[src/rtl/wdctl_pkg.sv]
package wdctl_pkg;
  localparam int REG_W  = 8;
  localparam int PSC_W  = 4;
  localparam int FLAG_B = 7;
  localparam int IE_B   = 6;
  localparam int P3_B   = 5;
  localparam int CE_B   = 4;
  localparam int RE_B   = 3;
  localparam int PLO_W  = 3;

  typedef struct packed {
    logic             ie;
    logic             ce;
    logic             re;
    logic [PSC_W-1:0] presc;
  } wd_ctrl_t;

  function automatic wd_ctrl_t unpack_ctrl(input logic [REG_W-1:0] v);
    wd_ctrl_t c;
    c.ie    = v[IE_B];
    c.ce    = v[CE_B];
    c.re    = v[RE_B];
    c.presc = {v[P3_B], v[PLO_W-1:0]};
    return c;
  endfunction

  function automatic logic [REG_W-1:0] pack_reg(input logic flag, input wd_ctrl_t c);
    logic [REG_W-1:0] v;
    v             = '0;
    v[FLAG_B]     = flag;
    v[IE_B]       = c.ie;
    v[P3_B]       = c.presc[PSC_W-1];
    v[CE_B]       = c.ce;
    v[RE_B]       = c.re;
    v[PLO_W-1:0]  = c.presc[PLO_W-1:0];
    return v;
  endfunction
endpackage

[src/rtl/wdctl_ctrl.sv]
module wdctl_ctrl
  import wdctl_pkg::*;
(
  input  logic             clk,
  input  logic             rst_n,
  input  logic             we,
  input  logic [REG_W-1:0] wdata,
  output wd_ctrl_t         ctrl_q
);
  wd_ctrl_t ctrl_d;

  always_comb begin
    ctrl_d = ctrl_q;
    if (we) ctrl_d = unpack_ctrl(wdata);
  end

  always_ff @(posedge clk or negedge rst_n) begin
    if (!rst_n) ctrl_q <= '0;
    else        ctrl_q <= ctrl_d;
  end
endmodule

[src/rtl/wdctl_flag.sv]
module wdctl_flag (
  input  logic clk,
  input  logic rst_n,
  input  logic tmo,
  input  logic irq_mode,
  input  logic ack,
  input  logic w1c,
  output logic flag_q
);
  logic set_c, clr_c, flag_d;

  always_comb begin
    set_c  = tmo & irq_mode;
    clr_c  = ack | w1c;
    flag_d = flag_q;
    if (clr_c) flag_d = 1'b0;
    if (set_c) flag_d = 1'b1;
  end

  always_ff @(posedge clk or negedge rst_n) begin
    if (!rst_n) flag_q <= 1'b0;
    else        flag_q <= flag_d;
  end
endmodule

[src/rtl/wdog_ctrl_status.sv]
module wdog_ctrl_status
  import wdctl_pkg::*;
(
  input  logic             clk,
  input  logic             rst_n,
  input  logic             cfg_we,
  input  logic [REG_W-1:0] cfg_wdata,
  output logic [REG_W-1:0] cfg_rdata,
  input  logic             tmo_pulse,
  input  logic             gie,
  input  logic             irq_ack,
  output logic             irq_req,
  output logic             wd_irq_en,
  output logic             wd_chg_en,
  output logic             wd_rst_en,
  output logic [PSC_W-1:0] wd_presc
);
  wd_ctrl_t ctrl;
  logic     flag;

  wdctl_ctrl u_ctrl (
    .clk    (clk),
    .rst_n  (rst_n),
    .we     (cfg_we),
    .wdata  (cfg_wdata),
    .ctrl_q (ctrl)
  );

  wdctl_flag u_flag (
    .clk      (clk),
    .rst_n    (rst_n),
    .tmo      (tmo_pulse),
    .irq_mode (ctrl.ie),
    .ack      (irq_ack),
    .w1c      (cfg_we & cfg_wdata[FLAG_B]),
    .flag_q   (flag)
  );

  assign cfg_rdata = pack_reg(flag, ctrl);
  assign irq_req   = flag & ctrl.ie & gie;
  assign wd_irq_en = ctrl.ie;
  assign wd_chg_en = ctrl.ce;
  assign wd_rst_en = ctrl.re;
  assign wd_presc  = ctrl.presc;
endmodule

[config.mk]
export PLATFORM = sky130hd
export DESIGN_NAME = wdog_ctrl_status
export DESIGN_NICKNAME = d
export VERILOG_FILES = /design/src/rtl/wdctl_pkg.sv /design/src/rtl/wdctl_ctrl.sv /design/src/rtl/wdctl_flag.sv /design/src/rtl/wdog_ctrl_status.sv
export SDC_FILE = /design/constraint.sdc
export NUM_CORES = 1
export LEC_CHECK = 0
export BUFFER_PORTS_ARGS = -buffer_cell sky130_fd_sc_hd__buf_4
export CORE_AREA = 3 3 40 42
export DETAILED_ROUTE_END_ITERATION = 6
export DIE_AREA = 0 0 43 45
export HOLD_SLACK_MARGIN = 0.12
export PLACE_DENSITY_LB_ADDON = 0.2
export SLEW_MARGIN = 15
export SYNTH_ARGS = -nofsm -noshare
export SYNTH_HDL_FRONTEND = slang
export SYNTH_SLANG_ARGS = --single-unit
[constraint.sdc]
create_clock -name clk -period 0.85 [get_ports clk]
set_input_delay 0.085 -clock clk [delete_from_list [all_inputs] [get_ports clk]]
set_output_delay 0.085 -clock clk [all_outputs]
set_load 0.01 [all_outputs]
After elaboration in Yosys (flattened, before gate mapping):

Cells that the tools add are included.

* reduce and logical (&&, ||, !) cells: 1
* bitwise logic cells: 5
* multiplexer cells: 2
* $lt $le $gt $ge: 0
* $mul: 0
* shifts and indexed selects: 0
* div/mod/pow operators: 0
* eq/ne operators: 0
* add/subtract/negate cells: 0

Operators with widths (count)
* 1-bit bitwise AND: 4
* 1-bit 2-to-1 mux: 2
* 2-bit nonzero test: 1
* 1-bit OR: 1

* memories: 0
* input port bits: 14
* bits in latches: 0
* output and inout port bits: 16
* register bits after elaboration: 8
* RAM bits: 0
* memory bits (read-only): 0
* word-level logic and storage cells: 13

Longest topological paths before layout:

Gate-level depths: netlist (run 1).

* word-level depth: 4
* mapped depth: 3
* gate-level depth less buffers: 2

By module:

A second synthesis (run 1) with hierarchy kept.

* cells, all modules: 28
* area, all modules: 401.6 um2

Modules (own cells, without submodules)
* wdctl_ctrl: cells each 15, times used 1, area an instance 291.5 um2, seq. area each 175.2 um2
* wdog_ctrl_status: cells each 10, times used 1, area an instance 72.6 um2, seq. area each 0.0 um2
* wdctl_flag: cells each 3, times used 1, area an instance 37.5 um2, seq. area each 25.0 um2

Worst setup path after synthesis (run 1):

Ideal clock, no wire load.

* kind: reg-to-reg
* start: register, netlist name u_ctrl.ctrl_q[6]
* end: register u_ctrl.ctrl_q[6] in the netlist's numbering
* slack: 0.047 ns
* arrival time: 0.678 ns
* data required time: 0.725 ns
* period minus slack after synthesis: 0.803 ns
* path buffers: 0
* setup time: 0.125 ns
* stages on the path, launching flop included: 2
* cell sequence: dfrtp_1 > mux2_2

RTL lines
* end signal: assignment: line wdctl_ctrl.sv:19 `else ctrl_q <= ctrl_d;`
* end: declaration: line wdctl_ctrl.sv:8 `output wd_ctrl_t ctrl_q`

Worst setup path in the final report (run 1):

* start: register u_flag.flag_q
* end: output port irq_req

* cells in the longest elaborated chain, start to end: 2

Ends and longest elaborated chain
* start: declaration: line wdctl_flag.sv:8 `output logic flag_q`
* start signal: assignment: line wdctl_flag.sv:22 `else flag_q <= flag_d;`
* 1-bit bitwise AND (2 in a row): line wdog_ctrl_status.sv:40 `assign irq_req = flag & ctrl.ie & gie;`
* end: declaration: line wdog_ctrl_status.sv:12 `output logic irq_req,`

No other way between the ends.

==> results of run 1 <==
## layer usage
metal | wire (µm) | share of wire (%) | track usage [%] | vias up
met5 | 0 | 0 | 0 | -
met4 | 0 | 0 | 7.229 | 0
met3 | 125 | 14 | 3.984 | 0
met2 | 453 | 51 | 16.77 | 18
met1 | 316 | 35 | 9.926 | 140
li1 | - | - | - | 141
## layout make-up
type | instances | share of cell area [%]
repair buffers | 33 | 47.58
flip-flops and latches | 8 | 29.74
multi-input cells | 10 | 15.99
clock buffers | 3 | 3.346
well taps | 15 | 2.788
inverters | 1 | 0.5576
## what timing repair did
| item | 4_1_cts | 5_1_grt |
|---|---|---|
| pin swaps | 1 | 2 |
| cloned | 0 | 0 |
| setup buffers | 2 | 0 |
| gates resized for setup | 15 | 5 |
| endpoints found under the setup margin | 16 | 21 |
| hold endpoints to repair | 16 | 7 |
## flip-flops by register name (all words and copies together), names as in the netlist
name	flops
u_flag.flag_q	1
u_ctrl.ctrl_q	7
## report_power, final
| group | leakage [nW] | total [mW] | internal [mW] | switching, mW |
|---|---|---|---|---|
| combinational | 0.226 | 0.347 | 0.235 | 0.112 |
| clock | 0.0138 | 0.281 | 0.161 | 0.120 |
| sequential | 0.0943 | 0.461 | 0.421 | 0.0406 |
| total | 0.334 | 1.09 | 0.817 | 0.272 |
## cell usage in the layout, fill, tap and decap left out
| cell | count |
|---|---|
| a32o_1 | 1 |
| dfrtp_1 | 8 |
| mux2_2 | 6 |
| inv_1 | 1 |
| clkbuf_4 | 3 |
| dlygate4sd3_1 | 2 |
| nand2_1 | 1 |
| and3_4 | 1 |
| buf_6 | 18 |
| buf_4 | 13 |
| mux2_4 | 1 |
## worst max path at each step
stage	cells past startpoint	to	slack [ns]	from
finish	2	irq_req	-0.16	u_flag.flag_q
global route	2	irq_req	-0.18	u_flag.flag_q
floorplan	1	u_ctrl.ctrl_q[6]	0.05	u_ctrl.ctrl_q[6]
CTS	2	irq_req	-0.16	u_ctrl.ctrl_q[6]
global placement	1	u_ctrl.ctrl_q[6]	0.08	u_ctrl.ctrl_q[6]
detailed placement	1	u_ctrl.ctrl_q[6]	0.06	u_ctrl.ctrl_q[6]
## cell families after synthesis
group | after synthesis | share of synthesized area (%)
AOI/OAI and AO/OA | 1 | 2.676
buffers and inverters | 10 | 20.07
DFF | 8 | 53.51
muxes | 7 | 21.07
and+or+nand+nor | 2 | 2.676
==> flow_metrics.tcl, run 1 <==
set metrics [dict create \
    outcome "finished with violations" \
    violations_in_the_final_reports "setup timing" \
    setup-tns-final_ns -0.8336 \
    totalWireLength_um 895 \
    initial_core_util_pct 29.11 \
    critical_path_required_ns 0.76 \
    holdBufCountCts 5 \
    power.ir.vdd_worst_mv 0.7463 \
    synth-edff-count 0 \
    drt_pass1_iterations 1 \
    cts_inserted_buffers 3 \
    synth_largest_area_cell "dfrtp_1" \
    power.leakage_nw 0.3337 \
    r2r-end "u_ctrl.ctrl_q[6]" \
    pin_count_of_the_biggest_net_entering_global_routing 9 \
    antenna_found_initial 0 \
    syn_avg_cell_area_um2 13.36 \
    cellPowerDensity_nw_per_um2 1617 \
    post_synth_num_cell_types 8 \
    track_usage_pct 9.924 \
    final-max-slew-violation-count 0 \
    main_synth_ff_type "dfrtp_1" \
    timing.critical_path.slowest_stage_cell "dfrtp_1" \
    post_route_cells_drive_above_1_share_pct 76.36 \
    critPathArrivalTime_ns 0.92 \
    yosys-top-cells-area "dfrtp_1 (54%), mux2_2 (21%), buf_4 (16%)" \
    multiInputGateArea_um2 107.6 \
    worstPathCellList "and3_4 > buf_6" \
    netlist.area_leader.share_pct 53.51 \
    die_height_um 45 \
    worst_pin_slew_ns 0.1419 \
    final_cell_count_no_fill 70 \
    routedWlPerCell_um 12.79 \
    placed_cell_area_um2 539.3 \
    ys_seq_area_share_pct 53.51 \
    gpl.final_weighted_congestion 0.7051 \
    core_region_area_um2 1285 \
    synth_cells 28 \
    final_hold_viol_count 0 \
    ff2ff_path_depth 2 \
    crit_path_max_incr_delay_ns 0.39 \
    synth.top_cells.by_count "buf_4 (8), dfrtp_1 (8), mux2_2 (7)" \
    rows 13 \
    power.total_mw 1.089 \
    detailroute.via_count 299 \
    design.die.area_um2 1935 \
    clk_path_buf_depth 2 \
    worst_slew_margin_rel_pct 90.54 \
    worst_reg_to_reg_setup_slack_ns -0.04 \
    synth-seq-cells 8 \
    number_of_top_level_pins 30 \
    hold_start "cfg_wdata[1]" \
    fin_util_pct 52.39 \
    hold_path_end "u_ctrl.ctrl_q[1]" \
    detail-route-antenna-nets 0 \
    quantity_of_i_o_buffers_inserted_on_ports 29 \
    critPathKind "reg -> out" \
    setup.worst_path.start_class "register" \
    placement.setup.worst_slack_ns 0.05759 \
    netlist_area_um2 374.1 \
    clock.fmax_mhz 992.3 \
    global_route_wire_length_before_repair_um 1400 \
    clock_tree.root_cell "clkbuf_4" \
    fin_worst_skew_ns 0.00003400 \
    worst-path-max-fanout 2 \
    numPlacedInstances 63 \
    diodes 0 \
    insertion_delay_ns 0.25 \
    timing.critical_path.to_type "primary output" \
    finalCriticalPeriod_ns 1.008 \
    final_cell_area_um2 673.1 \
    grt_setup_unrepaired "yes" \
    critical_path.n_buffers_inverters 1 \
    post_drt_via_cell_ratio 4.271 \
    cts-htree-levels 1 \
    timing.final.ws_setup_ns -0.1578 \
    fraction_of_registers_with_async_set_reset_pct 100.0 \
    drv.max_cap_violation_count 0 \
    hold_path.class "in -> reg" \
    min_path_cells 2 \
    period_share_pct 118.6 \
    final_setup_violations 17 \
    finish.net_count 71 \
    r2r_start "u_ctrl.ctrl_q[6]" \
    area.sequential_um2 200.2 \
    tritoncts "built" \
    grt_pass1_vias 340 \
    grt_overflow 0 \
    dr.first_iter.drc_count 0 \
    die_width_um 43 \
    cts_num_sinks 8 \
    synthesis.yosys.warnings 0 \
    post-route-drc-count 0 \
    clk_pin_slew_worst_paths_ns 0.05 \
    holdWs_ns 0.06938 \
    flow.area_growth_from_synthesis_pct 79.93 \
    synthesis.nets 42 \
    fillerInstances 105 \
    cp_top_family "flip-flops" \
]
(Power assumes the default switching activity.)
==> run 2: changes to the inputs <==
--- a/config.mk
+++ b/config.mk
@@ -7,6 +7,7 @@
 export LEC_CHECK = 0
 export BUFFER_PORTS_ARGS = -buffer_cell sky130_fd_sc_hd__buf_4
 export CORE_AREA = 3 3 40 42
+export CTS_BUF_LIST = sky130_fd_sc_hd__clkbuf_16
 export DETAILED_ROUTE_END_ITERATION = 6
 export DIE_AREA = 0 0 43 45
 export HOLD_SLACK_MARGIN = 0.12
==> run 2 against run 1 <==
Effect of this change:
- the run still ends with setup timing left
- worst setup slack improved by 0.025 ns
- fmax increased by 2.5%
- sequential power about the same
- core utilization increased by 3.8 points
- final area increased by 7.2%
- die area unchanged
- power increased by 44%
- global-route usage decreased by 0.25 points
- sequential cell count unchanged
- hold slack improved by 0.020 ns
- clock skew about the same
- via count increased by 1.7%
- largest cell class unchanged
- largest power group is now the clock network
==> flow_metrics.tcl, run 2 (same netlist as run 1, synthesis figures left out) <==
set metrics [dict create \
    outcome "finished with violations" \
    violations_in_the_final_reports "setup timing" \
    holdBufCountCts 2 \
    detail-route-antenna-nets 0 \
    track_usage_pct 9.672 \
    worst_reg_to_reg_setup_slack_ns -0.04 \
    critPathArrivalTime_ns 0.90 \
    cellPowerDensity_nw_per_um2 2179 \
    drt_pass1_iterations 1 \
    cts-htree-levels 1 \
    tritoncts "built" \
    timing.final.ws_setup_ns -0.1332 \
    diodes 0 \
    power.leakage_nw 0.3526 \
    min_path_cells 2 \
    post_route_cells_drive_above_1_share_pct 76.36 \
    grt_setup_unrepaired "yes" \
    most_common_cell_after_layout_fill_and_taps_aside "buf_6" \
    clk_pin_slew_worst_paths_ns 0.03 \
    critical_path_required_ns 0.76 \
    clock.fmax_mhz 1017 \
    gpl.final_weighted_congestion 0.7051 \
    mostFrequentLayoutCells "buf_6 (18), buf_4 (13), dfrtp_1 (8)" \
    critPathKind "reg -> out" \
    drv.max_cap_violation_count 0 \
    timing.critical_path.to_type "primary output" \
    ff2ff_path_depth 2 \
    number_of_top_level_pins 30 \
    routedWlPerCell_um 12.54 \
    quantity_of_i_o_buffers_inserted_on_ports 29 \
    reg.largest.list "u_ctrl.ctrl_q x7, u_flag.flag_q x1" \
    largest_register_ff_count 7 \
    die_width_um 43 \
    global_route_wire_length_before_repair_um 1331 \
    final-max-slew-violation-count 0 \
    final_hold_viol_count 0 \
    holdWs_ns 0.08896 \
    dr.first_iter.drc_count 0 \
    design.die.area_um2 1935 \
    final_setup_violations 8 \
    cts_inserted_buffers 3 \
    grt_overflow 0 \
    insertion_delay_ns 0.23 \
    post-route-drc-count 0 \
    rows 13 \
    totalWireLength_um 878 \
    grt_pass1_vias 321 \
    flow.area_growth_from_synthesis_pct 92.98 \
    detailroute.via_count 304 \
    hold_path_end "u_ctrl.ctrl_q[1]" \
    post_drt_via_cell_ratio 4.343 \
    setup-tns-final_ns -0.4389 \
    finish.net_count 71 \
    antenna_found_initial 0 \
    clk_path_buf_depth 2 \
    pin_count_of_the_biggest_net_entering_global_routing 9 \
    worst-path-max-fanout 2 \
    period_share_pct 115.7 \
    finalCriticalPeriod_ns 0.9832 \
    worst_slew_margin_rel_pct 90.70 \
    cts_num_sinks 8 \
    fin_worst_skew_ns 0.00008965 \
    setup.worst_path.start_class "register" \
    power.ir.vdd_worst_mv 0.9024 \
    die_height_um 45 \
    worst_pin_slew_ns 0.1394 \
    hold_start "cfg_wdata[1]" \
    clock_tree.root_cell "clkbuf_16" \
    largest-register "u_ctrl.ctrl_q" \
    initial_core_util_pct 29.11 \
    r2r_start "u_ctrl.ctrl_q[6]" \
    hold_path.class "in -> reg" \
    r2r-end "u_ctrl.ctrl_q[6]" \
    core_region_area_um2 1285 \
]
-- run 2: routing by layer --
metal  up-vias  part of all wire, %  track usage (%)  routed length, µm
met2        21                   49            15.57                428
met4         0                  2.4            7.229                 21
met5         -                    0                0                  0
li1        142                    -                -                  -
met3         2                   15            5.179                130
met1       139                   34            9.429                297
-- run 2: per-stage QoR --
stage	cell area (µm²)	setup WS (ns)	total power, mW	instances	util, %
after detailed placement	539.3	0.05759	0.7206	63	41.97
after floorplan	374.1	0.04747	0.5994	28	-
after global placement	539.3	0.08295	0.7128	63	41.97
after global routing	721.9	-0.1461	1.639	70	56.18
final	721.9	-0.1332	1.573	70	56.18
after CTS	690.7	-0.1291	1.566	70	53.75
-- run 2: worst max-delay path, stage by stage, from the launching register on --
cell and delay, ns:
dfrtp_1 0.38, and3_4 0.17, buf_6 0.11
-- run 2: worst max path at each step --
stage	startpoint	slack [ns]	endpoint	cells past startpoint
floorplan	u_ctrl.ctrl_q[6]	0.05	u_ctrl.ctrl_q[6]	1
global placement	u_ctrl.ctrl_q[6]	0.08	u_ctrl.ctrl_q[6]	1
detailed placement	u_ctrl.ctrl_q[6]	0.06	u_ctrl.ctrl_q[6]	1
CTS	u_ctrl.ctrl_q[6]	-0.13	irq_req	2
global route	u_flag.flag_q	-0.15	irq_req	2
finish	u_flag.flag_q	-0.13	irq_req	2
-- run 2: cell type report --
cell class                      count  area (µm²)
Sequential cell                     8       200.2
Tap cell                           15       18.77
Clock buffer                        3       75.07
Multi-Input combinational cell     10       103.9
Inverter                            1       3.754
Fill cell                         100       563.0
Timing Repair Buffer               33       320.3
-- run 2: timing repair --
item / 4_1_cts / 5_1_grt
setup buffers: 2 / 0
endpoints found under the hold margin: 16 / 7
gates resized for setup: 11 / 8
setup endpoints to repair: 10 / 18
pin swaps: 1 / 2
-- run 2: power by group --
group	switching, mW	internal (mW)	total [mW]
combinational	0.110	0.232	0.342
sequential	0.0397	0.422	0.462
clock	0.164	0.604	0.768
total	0.314	1.26	1.57
